### src/rtl/cic_pkg.sv
package cic_pkg;
  localparam int ADDR_W = 4;
  localparam int TMR_N  = 2;
  localparam int N_MASK = 4;

  localparam logic [ADDR_W-1:0] A_L0_STAT = 4'h0;
  localparam logic [ADDR_W-1:0] A_L0_MASK = 4'h1;
  localparam logic [ADDR_W-1:0] A_L1_STAT = 4'h2;
  localparam logic [ADDR_W-1:0] A_L1_MASK = 4'h3;
  localparam logic [ADDR_W-1:0] A_MP_STAT = 4'h4;
  localparam logic [ADDR_W-1:0] A_MP_MSK0 = 4'h5;
  localparam logic [ADDR_W-1:0] A_TMR_CLR = 4'h6;
  // the second mappable mask sits four above the first
  localparam logic [ADDR_W-1:0] A_MP_MSK1 = A_MP_MSK0 + 4'h4;

  // mask slot order: 0 local0, 1 local1, 2 mappable0, 3 mappable1
  function automatic logic [ADDR_W-1:0] mask_addr(input int idx);
    case (idx)
      0:       return A_L0_MASK;
      1:       return A_L1_MASK;
      2:       return A_MP_MSK0;
      default: return A_MP_MSK1;
    endcase
  endfunction
endpackage

### src/rtl/cic_regs.sv
module cic_regs import cic_pkg::*; #(
  parameter int W = 8
) (
  input  logic                clk,
  input  logic                rst_n,
  input  logic                wr,
  input  logic [ADDR_W-1:0]   addr,
  input  logic [W-1:0]        wdata,
  input  logic [TMR_N-1:0]    tmr_evt,
  output logic [N_MASK*W-1:0] masks,
  output logic [TMR_N-1:0]    tmr_lat
);
  logic [TMR_N-1:0] clr;

  for (genvar i = 0; i < N_MASK; i++) begin : g_mask
    always_ff @(posedge clk or negedge rst_n) begin
      if (!rst_n)                               masks[i*W +: W] <= '0;
      else if (wr && addr == mask_addr(i))      masks[i*W +: W] <= wdata;
    end
  end

  always_comb clr = (wr && addr == A_TMR_CLR) ? wdata[TMR_N-1:0] : '0;

  always_ff @(posedge clk or negedge rst_n) begin
    if (!rst_n) tmr_lat <= '0;
    else        tmr_lat <= (tmr_lat & ~clr) | tmr_evt;
  end

  p_mask_hold_r2: assert property (@(posedge clk) disable iff (!rst_n)
    !wr |=> $stable(masks));
  p_evt_sets_r8: assert property (@(posedge clk) disable iff (!rst_n)
    tmr_evt[0] |=> tmr_lat[0]);
  p_clear_drops_r8: assert property (@(posedge clk) disable iff (!rst_n)
    (wr && addr == A_TMR_CLR && wdata[0] && !tmr_evt[0]) |=> !tmr_lat[0]);
  p_clear_drops1_r8: assert property (@(posedge clk) disable iff (!rst_n)
    (wr && addr == A_TMR_CLR && wdata[1] && !tmr_evt[1]) |=> !tmr_lat[1]);
endmodule

### src/rtl/cic_group.sv
module cic_group #(
  parameter int W        = 8,
  parameter int CASC_BIT = 7
) (
  input  logic         clk,
  input  logic         rst_n,
  input  logic [W-1:0] req,
  input  logic         casc,
  input  logic [W-1:0] msk,
  output logic [W-1:0] stat,
  output logic         irq_q
);
  always_comb begin
    stat           = req;
    stat[CASC_BIT] = req[CASC_BIT] | casc;
  end

  always_ff @(posedge clk or negedge rst_n) begin
    if (!rst_n) irq_q <= 1'b0;
    else        irq_q <= |(stat & msk);
  end

  p_masked_quiet_r3: assert property (@(posedge clk) disable iff (!rst_n)
    (msk == '0) |=> !irq_q);
  // cascade visible in status: R5 for group 0, R6 for group 1
  p_cascade_seen_r5: assert property (@(posedge clk) disable iff (!rst_n)
    casc |-> stat[CASC_BIT]);
endmodule

### src/rtl/cic_top.sv
module cic_top import cic_pkg::*; #(
  parameter int W         = 8,
  parameter int CASC0_BIT = 7,
  parameter int CASC1_BIT = 3
) (
  input  logic              clk,
  input  logic              rst_n,
  input  logic              reg_wr,
  input  logic [ADDR_W-1:0] reg_addr,
  input  logic [W-1:0]      reg_wdata,
  output logic [W-1:0]      reg_rdata,
  input  logic [W-1:0]      loc0_req,
  input  logic [W-1:0]      loc1_req,
  input  logic [W-1:0]      map_req,
  input  logic [TMR_N-1:0]  tmr_evt,
  output logic [1:0]        irq_out,
  output logic [TMR_N-1:0]  timer_irq
);
  localparam int N_GRP = 2;

  logic [N_MASK*W-1:0]    masks;
  logic [W-1:0]           m_l0, m_l1, m_mp0, m_mp1;
  logic [N_GRP-1:0][W-1:0] g_req, g_msk, g_stat;
  logic [N_GRP-1:0]       g_casc;

  cic_regs #(.W(W)) u_regs (
    .clk(clk), .rst_n(rst_n), .wr(reg_wr), .addr(reg_addr),
    .wdata(reg_wdata), .tmr_evt(tmr_evt), .masks(masks), .tmr_lat(timer_irq)
  );

  always_comb begin
    m_l0  = masks[0*W +: W];
    m_l1  = masks[1*W +: W];
    m_mp0 = masks[2*W +: W];
    m_mp1 = masks[3*W +: W];
    g_req[0]  = loc0_req;
    g_req[1]  = loc1_req;
    g_msk[0]  = m_l0;
    g_msk[1]  = m_l1;
    g_casc[0] = |(map_req & m_mp0);
    g_casc[1] = |(map_req & m_mp1);
  end

  for (genvar g = 0; g < N_GRP; g++) begin : g_grp
    localparam int CB = (g == 0) ? CASC0_BIT : CASC1_BIT;
    cic_group #(.W(W), .CASC_BIT(CB)) u_grp (
      .clk(clk), .rst_n(rst_n), .req(g_req[g]), .casc(g_casc[g]),
      .msk(g_msk[g]), .stat(g_stat[g]), .irq_q(irq_out[g])
    );
  end

  always_comb begin
    case (reg_addr)
      A_L0_STAT: reg_rdata = g_stat[0];
      A_L0_MASK: reg_rdata = m_l0;
      A_L1_STAT: reg_rdata = g_stat[1];
      A_L1_MASK: reg_rdata = m_l1;
      A_MP_STAT: reg_rdata = map_req;
      A_MP_MSK0: reg_rdata = m_mp0;
      A_MP_MSK1: reg_rdata = m_mp1;
      default:   reg_rdata = '0;
    endcase
  end

  p_status_ro_r9: assert property (@(posedge clk) disable iff (!rst_n)
    (reg_wr && (reg_addr == A_L0_STAT || reg_addr == A_L1_STAT ||
                reg_addr == A_MP_STAT)) |=> $stable(masks));
  p_mask1_offset_r7: assert property (@(posedge clk) disable iff (!rst_n)
    (reg_wr && reg_addr == A_MP_MSK0 + 4'h4) |=> (m_mp1 == $past(reg_wdata)));
endmodule

### config.mk
export PLATFORM = sky130hd
export DESIGN_NAME = cic_top
export DESIGN_NICKNAME = d
export VERILOG_FILES = /design/src/rtl/cic_pkg.sv /design/src/rtl/cic_regs.sv /design/src/rtl/cic_group.sv /design/src/rtl/cic_top.sv
export SDC_FILE = /design/constraint.sdc
export NUM_CORES = 1
export LEC_CHECK = 0
export ABC_AREA = 0
export CAP_MARGIN = 20
export CELL_PAD_IN_SITES_DETAIL_PLACEMENT = 0
export CELL_PAD_IN_SITES_GLOBAL_PLACEMENT = 1
export CORE_MARGIN = 2
export CORE_UTILIZATION = 35
export CTS_CLUSTER_DIAMETER = 200
export DETAILED_ROUTE_END_ITERATION = 16
export PLACE_DENSITY_LB_ADDON = 0.1
export SETUP_SLACK_MARGIN = 0.3
export SLEW_MARGIN = 20
export SYNTH_ARGS = -nofsm -noshare
export SYNTH_HDL_FRONTEND = slang
export SYNTH_SLANG_ARGS = --single-unit
### constraint.sdc
create_clock -name clk -period 3.05 [get_ports clk]
set_input_delay 0.305 -clock clk [delete_from_list [all_inputs] [get_ports clk]]
set_output_delay 0.305 -clock clk [all_outputs]
set_load 0.05 [all_outputs]
==> flow_summary.rst, run 1 <==
.. list-table::
   :header-rows: 1

   * - Metric
     - Value
   * - Pre-CTS setup slack
     - 0.4730 ns
   * - Total I/O pin count
     - 53
   * - # Post-CTS Setup Buffers
     - 0
   * - Routed Antenna Nets
     - 0
   * - WP data required
     - 2.74 ns
   * - Setup skew after layout
     - 0.004275 ns
   * - Pin count of the biggest net entering global routing
     - 20
   * - Count of distinct cell types in the synthesized netlist
     - 34
   * - Count of TritonRoute iterations in the first routing pass
     - 5
   * - Register area share after synthesis
     - 42.78%
   * - Total of max-cap violations
     - 0
   * - Die Y-Extent
     - 81.57 µm
   * - Count of port buffers added during placement
     - 52
   * - Starting density of the core
     - 35.99%
   * - Net Switching
     - 0.4791 mW
   * - Warnings, synthesis
     - 0
   * - Drt wl/cell
     - 20.63 µm
   * - Number of global-route vias before repair
     - 1,812
   * - Switching power share of the total
     - 29.91%
   * - Proportion of power drawn by flip-flops and latches
     - 42.7%
   * - X dimension of the die
     - 81.57 µm
   * - Max-slew violation count
     - 0
   * - Total routing resource utilization after global routing
     - 19.98%
   * - Area of the die
     - 0.006653 mm²
   * - Antenna diodes
     - 0
   * - Post-synthesis to final-layout area growth
     - 34.05%
   * - Category of the worst setup path capture point
     - primary output
   * - Footprint of the multi-input gates
     - 0.001077 mm²
   * - Worst skew pair latency
     - 0.28 ns
   * - Final period util
     - 84.57%
   * - Starting DRC count in detailed routing
     - 143
   * - Final Routed Wirelength
     - 6252 µm
   * - Post-layout instance count excluding filler cells
     - 303
   * - Leading post-synthesis cells by cell area
     - sky130_fd_sc_hd__dfrtp_1, sky130_fd_sc_hd__mux2_4, sky130_fd_sc_hd__mux2_2
   * - Global-route track usage on met2
     - 33.28%
   * - CORE AREA
     - 0.005851 mm²
   * - Total of flip-flops plus latches after synthesis
     - 36
   * - Number of nets in the synthesized netlist
     - 214
   * - Most common cell after layout, fill and taps aside
     - sky130_fd_sc_hd__clkdlybuf4s50_1
   * - Path type of the worst setup path
     - input pin to primary output
   * - CTS-repair resized insts
     - 0
   * - Highest-utilization routing layer at the global route stage
     - met2
   * - Max Buffers Root-to-Sink
     - 2
   * - Logic gate share of total power
     - 29.1%
   * - Biggest fanout along the worst timing path
     - 12
   * - HPWL after detailed placement
     - 4847 µm
   * - Count of clock tree sinks
     - 36
   * - Mapped Area
     - 0.002106 mm²
   * - DRC violations left
     - 0
   * - H-tree Lvls
     - 2
   * - Clk pwr share
     - 28.2%
   * - Highest achievable clock rate
     - 387.7 MHz
   * - Share of Yosys cell area claimed by the top area cell type
     - 42.78%
   * - Least-Margin Pin Slew
     - 0.8953 ns
   * - Max-slew headroom at the worst pin
     - 40.12%
   * - Filler Cells Inserted
     - 540
   * - Cell at the root of the clock tree
     - sky130_fd_sc_hd__clkbuf_8
   * - Leakage dissipation
     - 1.157 nW
   * - Via-per-instance ratio
     - 5.670
   * - Final-stage net count
     - 268
   * - Commonest cells after routing, fill and taps aside
     - sky130_fd_sc_hd__clkdlybuf4s50_1, sky130_fd_sc_hd__dfrtp_1, sky130_fd_sc_hd__mux2_4, sky130_fd_sc_hd__a22oi_1, sky130_fd_sc_hd__mux2_2
   * - Final-layout setup total negative slack
     - 0 ns
   * - Syn Area/Cell
     - 12.17 µm²
   * - Synthesized instance count
     - 173
   * - Signal arrival time at the worst endpoint
     - 2.27 ns
   * - Worst Setup Slack, final
     - 0.4706 ns
   * - Pwr dens
     - 567.6 mW/mm²
   * - Layout cell share with drive strength beyond 1
     - 26.32%
   * - Total via count after detailed routing
     - 1,718
   * - Kind of start point of the critical path
     - input pin
   * - Finish-stage setup viols
     - 0
   * - RSZ-0062 raised after global routing
     - no
   * - Clock buffers created by TritonCTS
     - 5
   * - Fraction of met1 tracks used by global routing
     - 26.80%
   * - Tmin final
     - 2.579 ns
   * - Register clock-pin slew on the reported worst setup and hold paths
     - 0.07 ns
   * - Peak ir drop on the vdd network
     - 270.3 µV
   * - Gpl congestion
     - 0.8889
   * - Initial antenna violation count
     - 0
   * - Status
     - completed
   * - Leftover overflow at the end of global routing
     - 0
   * - Type of the most critical hold path
     - register to register
   * - Met3 Usage GRT
     - 3.187%
   * - Hold violation total from the final report
     - 0
   * - Row Count
     - 28
   * - Design area
     - 0.002823 mm²
   * - CTS Hold Bufs
     - 0
   * - Storage element area
     - 900.9 µm²
   * - Post-placement cell area
     - 0.002696 mm²
   * - First-pass GRT wire length
     - 9701 µm
   * - Post-Place Cells
     - 295
   * - Clock tree from TritonCTS
     - yes
   * - Cell type contributing the most total cell area after synthesis
     - sky130_fd_sc_hd__dfrtp_1
   * - Internal power
     - 1.123 mW
per-stage QoR:
stage	hold WS, ns	power [mW]	utilization [%]
after floorplan	0.009409	0.9609	-
after global placement	0.4561	1.150	46.09
after detailed placement	0.4680	1.156	46.09
after CTS	0.4843	1.620	48.25
after global routing	0.5116	1.682	48.25
final	0.4788	1.602	48.25
kinds of logic (layout without fill, tap and decap cells):
logic type             count (synthesis)  in the layout  share of synthesized area (%)
AOI/OAI and AO/OA                     50             50                          18.42
buffers and inverters                 19             74                          6.060
DFF                                   36             36                          42.78
muxes                                 40             40                          23.71
and+or+nand+nor                       28             28                          9.031
critical path, cell delays in order:
cell                              delay [ns]
sky130_fd_sc_hd__clkdlybuf4s50_1        0.67
sky130_fd_sc_hd__nor2b_1                0.26
sky130_fd_sc_hd__and2_1                 0.27
sky130_fd_sc_hd__a222oi_1               0.36
sky130_fd_sc_hd__o21ai_0                0.17
sky130_fd_sc_hd__buf_4                  0.22
Yosys cell counts, drive strengths merged:
cell,n
dfrtp,36
mux2,31
a22oi,15
buf,14
a222oi,10
mux2i,9
o21ai,9
nand2,6
inv,5
nor2b,5
o2bb2ai,5
nor2,4
nand3,3
nand3b,3
a211oi,2
a21o,2
and3,2
o2111ai,2
a21oi,1
a2bb2oi,1
a32oi,1
and2,1
and4,1
and4b,1
nor3b,1
nor4,1
o211ai,1
o221ai,1
routing by layer:
| layer | vias up | wire [µm] |
|---|---|---|
| li1 | 784 | - |
| met1 | 847 | 2748 |
| met2 | 78 | 3084 |
| met3 | 9 | 337 |
| met4 | 0 | 81 |
| met5 | - | 0 |
flip-flops by register name, indices dropped and copies added, names as in the netlist:
signal,count
u_regs.masks,32
g_grp.u_grp.irq_q,2
u_regs.tmr_lat,2
path summary, 6_finish.rpt:
kind	startpoint	endpoint	slack, ns	depth (start not counted)
worst max-delay path	reg_addr[1]	reg_rdata[1]	0.47	6
worst min-delay path	u_regs.tmr_lat[1]$_DFF_PN0_	u_regs.tmr_lat[1]$_DFF_PN0_	0.48	1
worst max register to register	u_regs.masks[21]$_DFFE_PN0P_	g_grp[0].u_grp.irq_q$_DFF_PN0_	1.54	4
worst min register to register	u_regs.tmr_lat[1]$_DFF_PN0_	u_regs.tmr_lat[1]$_DFF_PN0_	0.48	1
max in group asynchronous	rst_n	u_regs.masks[13]$_DFFE_PN0P_	1.84	2
min in group asynchronous	rst_n	u_regs.masks[11]$_DFFE_PN0P_	0.53	1
area by class of cell:
type	instances	area share, %
Tap cell	75	3.324
Sequential cell	36	31.91
Clock buffer	7	3.413
Inverter	5	0.6649
Clock inverter	1	1.064
Multi-Input combinational cell	118	38.16
Timing Repair Buffer	61	21.45
power groups by stage:
stage / clock (mW) / combinational, mW / sequential (mW)
after floorplan: 0 / 0.312 / 0.649
after global placement: 0 / 0.458 / 0.691
after detailed placement: 0 / 0.465 / 0.691
after CTS: 0.470 / 0.468 / 0.682
after global routing: 0.490 / 0.499 / 0.693
final: 0.452 / 0.467 / 0.683
Note: power is estimated with default switching activity, not from simulation.
==> run 2: changes to the inputs <==
==> constraint.sdc (replaced) <==
create_clock -name clk -period 2.35 [get_ports clk]
set_input_delay 0.235 -clock clk [delete_from_list [all_inputs] [get_ports clk]]
set_output_delay 0.235 -clock clk [all_outputs]
set_load 0.05 [all_outputs]
==> flow_summary.rst, run 2 (same netlist as run 1, synthesis figures left out) <==
.. list-table::
   :header-rows: 1

   * - Metric
     - Value
   * - Worst skew pair latency
     - 0.28 ns (about the same)
   * - Hold violation total from the final report
     - 0 (unchanged)
   * - Count of port buffers added during placement
     - 52 (unchanged)
   * - Clock buffers created by TritonCTS
     - 5 (unchanged)
   * - H-tree Lvls
     - 2 (unchanged)
   * - Initial antenna violation count
     - 0 (unchanged)
   * - Peak ir drop on the vdd network
     - 356.7 µV (was 270.3 µV)
   * - First-pass GRT wire length
     - 10,160 µm (was 9701 µm)
   * - Starting density of the core
     - 35.99% (unchanged)
   * - Endpoint of the worst setup timing path
     - reg_rdata[3] (was reg_rdata[1])
   * - Most common cell after layout, fill and taps aside
     - sky130_fd_sc_hd__clkdlybuf4s50_1 (unchanged)
   * - DRC violations left
     - 0 (unchanged)
   * - Clk pwr share
     - 23.7% (was 28.2%)
   * - Count of clock tree sinks
     - 36 (unchanged)
   * - Cell at the root of the clock tree
     - sky130_fd_sc_hd__clkbuf_8 (unchanged)
   * - Signal arrival time at the worst endpoint
     - 1.90 ns (was 2.27 ns)
   * - Gpl congestion
     - 0.9231 (was 0.8889)
   * - Kind of start point of the critical path
     - input pin (unchanged)
   * - Number of global-route vias before repair
     - 1,857 (was 1,812)
   * - Max-slew headroom at the worst pin
     - 65.93% (was 40.12%)
   * - Reg2reg setup slack
     - 0.76 ns (was 1.54 ns)
   * - First element of the critical path
     - map_req[5] (was reg_addr[1])
   * - Status
     - completed (unchanged)
   * - Proportion of power drawn by flip-flops and latches
     - 43.7% (was 42.7%)
   * - Routed Antenna Nets
     - 0 (unchanged)
   * - Via-per-instance ratio
     - 5.637 (was 5.670)
   * - Net Switching
     - 0.6353 mW (was 0.4791 mW)
   * - Registers with the highest flip-flop counts
     - u_regs.masks x32, g_grp.u_grp.irq_q x2, u_regs.tmr_lat x2 (unchanged)
   * - Largest reg by FF count
     - u_regs.masks (unchanged)
   * - Category of the worst setup path capture point
     - primary output (unchanged)
   * - Row Count
     - 28 (unchanged)
   * - Post-route core utilization
     - 50.86% (was 48.25%)
   * - Reg2reg start
     - u_regs.masks[29]$_DFFE_PN0P_ (was u_regs.masks[21]$_DFFE_PN0P_)
   * - Die Y-Extent
     - 81.57 µm (unchanged)
   * - Area of the die
     - 0.006653 mm² (unchanged)
   * - Final-layout setup total negative slack
     - 0 ns (unchanged)
   * - Layout cell share with drive strength beyond 1
     - 32.64% (was 26.32%)
   * - Internal power
     - 1.378 mW (was 1.123 mW)
   * - Antenna diodes
     - 0 (unchanged)
   * - Pin count of the biggest net entering global routing
     - 37 (was 20)
   * - Switching power share of the total
     - 31.55% (was 29.91%)
   * - Logic gate share of total power
     - 32.6% (was 29.1%)
   * - Leakage dissipation
     - 1.251 nW (was 1.157 nW)
   * - Least-Margin Pin Slew
     - 0.5111 ns (was 0.8953 ns)
   * - Highest achievable clock rate
     - 468.6 MHz
   * - CORE AREA
     - 0.005851 mm² (unchanged)
   * - Total of max-cap violations
     - 0 (unchanged)
   * - Tmin final
     - 2.134 ns
   * - Commonest cells after routing, fill and taps aside
     - sky130_fd_sc_hd__clkdlybuf4s50_1, sky130_fd_sc_hd__dfrtp_1, sky130_fd_sc_hd__buf_4, sky130_fd_sc_hd__mux2_4 (was sky130_fd_sc_hd__clkdlybuf4s50_1, sky130_fd_sc_hd__dfrtp_1, sky130_fd_sc_hd__mux2_4, sky130_fd_sc_hd__a22oi_1, sky130_fd_sc_hd__mux2_2)
   * - Drt wl/cell
     - 20.55 µm (was 20.63 µm)
   * - WP data required
     - 2.12 ns (was 2.74 ns)
   * - Leftover overflow at the end of global routing
     - 0 (unchanged)
   * - Setup skew after layout
     - 0.01029 ns (was 0.004275 ns)
   * - Final-stage net count
     - 283 (was 268)
   * - Max Buffers Root-to-Sink
     - 2 (unchanged)
   * - Type of the most critical hold path
     - input pin to asynchronous set/reset pin (was register to register)
   * - Register clock-pin slew on the reported worst setup and hold paths
     - 0.08 ns (was 0.07 ns)
   * - Post-synthesis to final-layout area growth
     - 41.30% (was 34.05%)
   * - Biggest fanout along the worst timing path
     - 3 (was 12)
   * - Pwr dens
     - 676.7 mW/mm² (was 567.6 mW/mm²)
   * - CTS Hold Bufs
     - 0 (unchanged)
   * - Total via count after detailed routing
     - 1,787 (was 1,718)
   * - Filler Cells Inserted
     - 505 (was 540)
   * - R2r worst-path depth
     - 4 (unchanged)
   * - Clock tree from TritonCTS
     - yes (unchanged)
   * - Count of TritonRoute iterations in the first routing pass
     - 7 (was 5)
   * - Final period util
     - 90.81%
   * - Total routing resource utilization after global routing
     - 20.79% (was 19.98%)
   * - Max-slew violation count
     - 0 (unchanged)
   * - Max reg flops
     - 32 (unchanged)
   * - Final Routed Wirelength
     - 6513 µm (was 6252 µm)
   * - Finish-stage setup viols
     - 0 (unchanged)
   * - Critical register-to-register path endpoint
     - g_grp[1].u_grp.irq_q$_DFF_PN0_ (was g_grp[0].u_grp.irq_q$_DFF_PN0_)
   * - X dimension of the die
     - 81.57 µm (unchanged)
   * - RSZ-0062 raised after global routing
     - yes (was no)
   * - Total I/O pin count
     - 53 (unchanged)
   * - Path type of the worst setup path
     - input pin to primary output (unchanged)
   * - HPWL after detailed placement
     - 4783 µm (was 4847 µm)
   * - Starting DRC count in detailed routing
     - 164 (was 143)
run 2: cell types whose count changed in the layout (fill, tap and decap cells not counted), moves of 3 or more:
cell	before	now
sky130_fd_sc_hd__buf_4	14	21
sky130_fd_sc_hd__buf_6	0	6
sky130_fd_sc_hd__o21ai_0	8	3
sky130_fd_sc_hd__clkdlybuf4s50_1	44	40
sky130_fd_sc_hd__o21ai_1	1	5
sky130_fd_sc_hd__dlygate4sd2_1	0	3
run 2: worst min-delay path by stage:
| stage | start | endpoint | depth (start not counted) |
|---|---|---|---|
| after floorplan | rst_n | g_grp[0].u_grp.irq_q$_DFF_PN0_ | 0 |
| after global placement | u_regs.tmr_lat[0]$_DFF_PN0_ | u_regs.tmr_lat[0]$_DFF_PN0_ | 1 |
| after detailed placement | u_regs.tmr_lat[0]$_DFF_PN0_ | u_regs.tmr_lat[0]$_DFF_PN0_ | 1 |
| after CTS | rst_n | u_regs.masks[3]$_DFFE_PN0P_ | 2 |
| after global routing | rst_n | u_regs.masks[27]$_DFFE_PN0P_ | 2 |
| final | rst_n | u_regs.masks[27]$_DFFE_PN0P_ | 2 |
run 2: area by class of cell:
class	instances	area, µm²	area share, %
timing repair buffer	76	764.5	25.69
inverter	5	18.77	0.6308
multi-input combinational	118	1101	37.01
tap	75	93.84	3.154
clock buffer	7	96.34	3.238
sequential	36	900.9	30.28
run 2: critical path: stages:
cell                              delay (ns)
sky130_fd_sc_hd__clkdlybuf4s50_1        0.45
sky130_fd_sc_hd__a222oi_1               0.44
sky130_fd_sc_hd__nand3_1                0.21
sky130_fd_sc_hd__a211oi_2               0.29
sky130_fd_sc_hd__o21ai_2                0.10
sky130_fd_sc_hd__buf_12                 0.17
run 2: stage by stage:
| step | hold slack [ns] | std cells | cell area, µm² | total power [mW] | setup slack [ns] |
|---|---|---|---|---|---|
| finish | 0.3774 | 317 | 2975 | 2.013 | 0.2160 |
| floorplan | -0.06059 | 173 | 2106 | 1.249 | 0.4230 |
| global placement | 0.4592 | 301 | 2766 | 1.496 | 0.2196 |
| CTS | 0.3906 | 314 | 2934 | 2.000 | 0.2362 |
| detailed placement | 0.4731 | 301 | 2766 | 1.505 | 0.1894 |
| global route | 0.4179 | 317 | 2975 | 2.112 | 0.1370 |
run 2: power groups by stage:
stage	registers (mW)	clock network, mW	logic [mW]
after global routing	0.900	0.509	0.703
after floorplan	0.843	0	0.406
final	0.881	0.476	0.656
after detailed placement	0.890	0	0.615
after global placement	0.892	0	0.605
after CTS	0.881	0.488	0.631
run 2: per-layer routing:
layer | wire length [µm] | GRT usage, % | vias to the layer above
met4 | 21 | 4.407 | 0
met3 | 468 | 4.615 | 2
li1 | - | - | 816
met5 | 0 | 0 | -
met2 | 3221 | 34.84 | 76
met1 | 2801 | 27.54 | 893
run 2: timing repair:
action / 4_1_cts / 5_1_grt
buffers inserted: 6 / 3
pin swaps: 1 / 4
setup endpoints to repair: 8 / 7
gates resized for setup: 11 / 5
==> run 3: changes to the inputs <==
--- a/config.mk
+++ b/config.mk
@@ -12,6 +12,7 @@
 export CORE_MARGIN = 2
 export CORE_UTILIZATION = 35
 export CTS_CLUSTER_DIAMETER = 200
+export CTS_CLUSTER_SIZE = 25
 export DETAILED_ROUTE_END_ITERATION = 16
 export PLACE_DENSITY_LB_ADDON = 0.1
 export SETUP_SLACK_MARGIN = 0.3
==> results of run 3 <==
Final layout, timing and power as in run 2 (identical DEF).
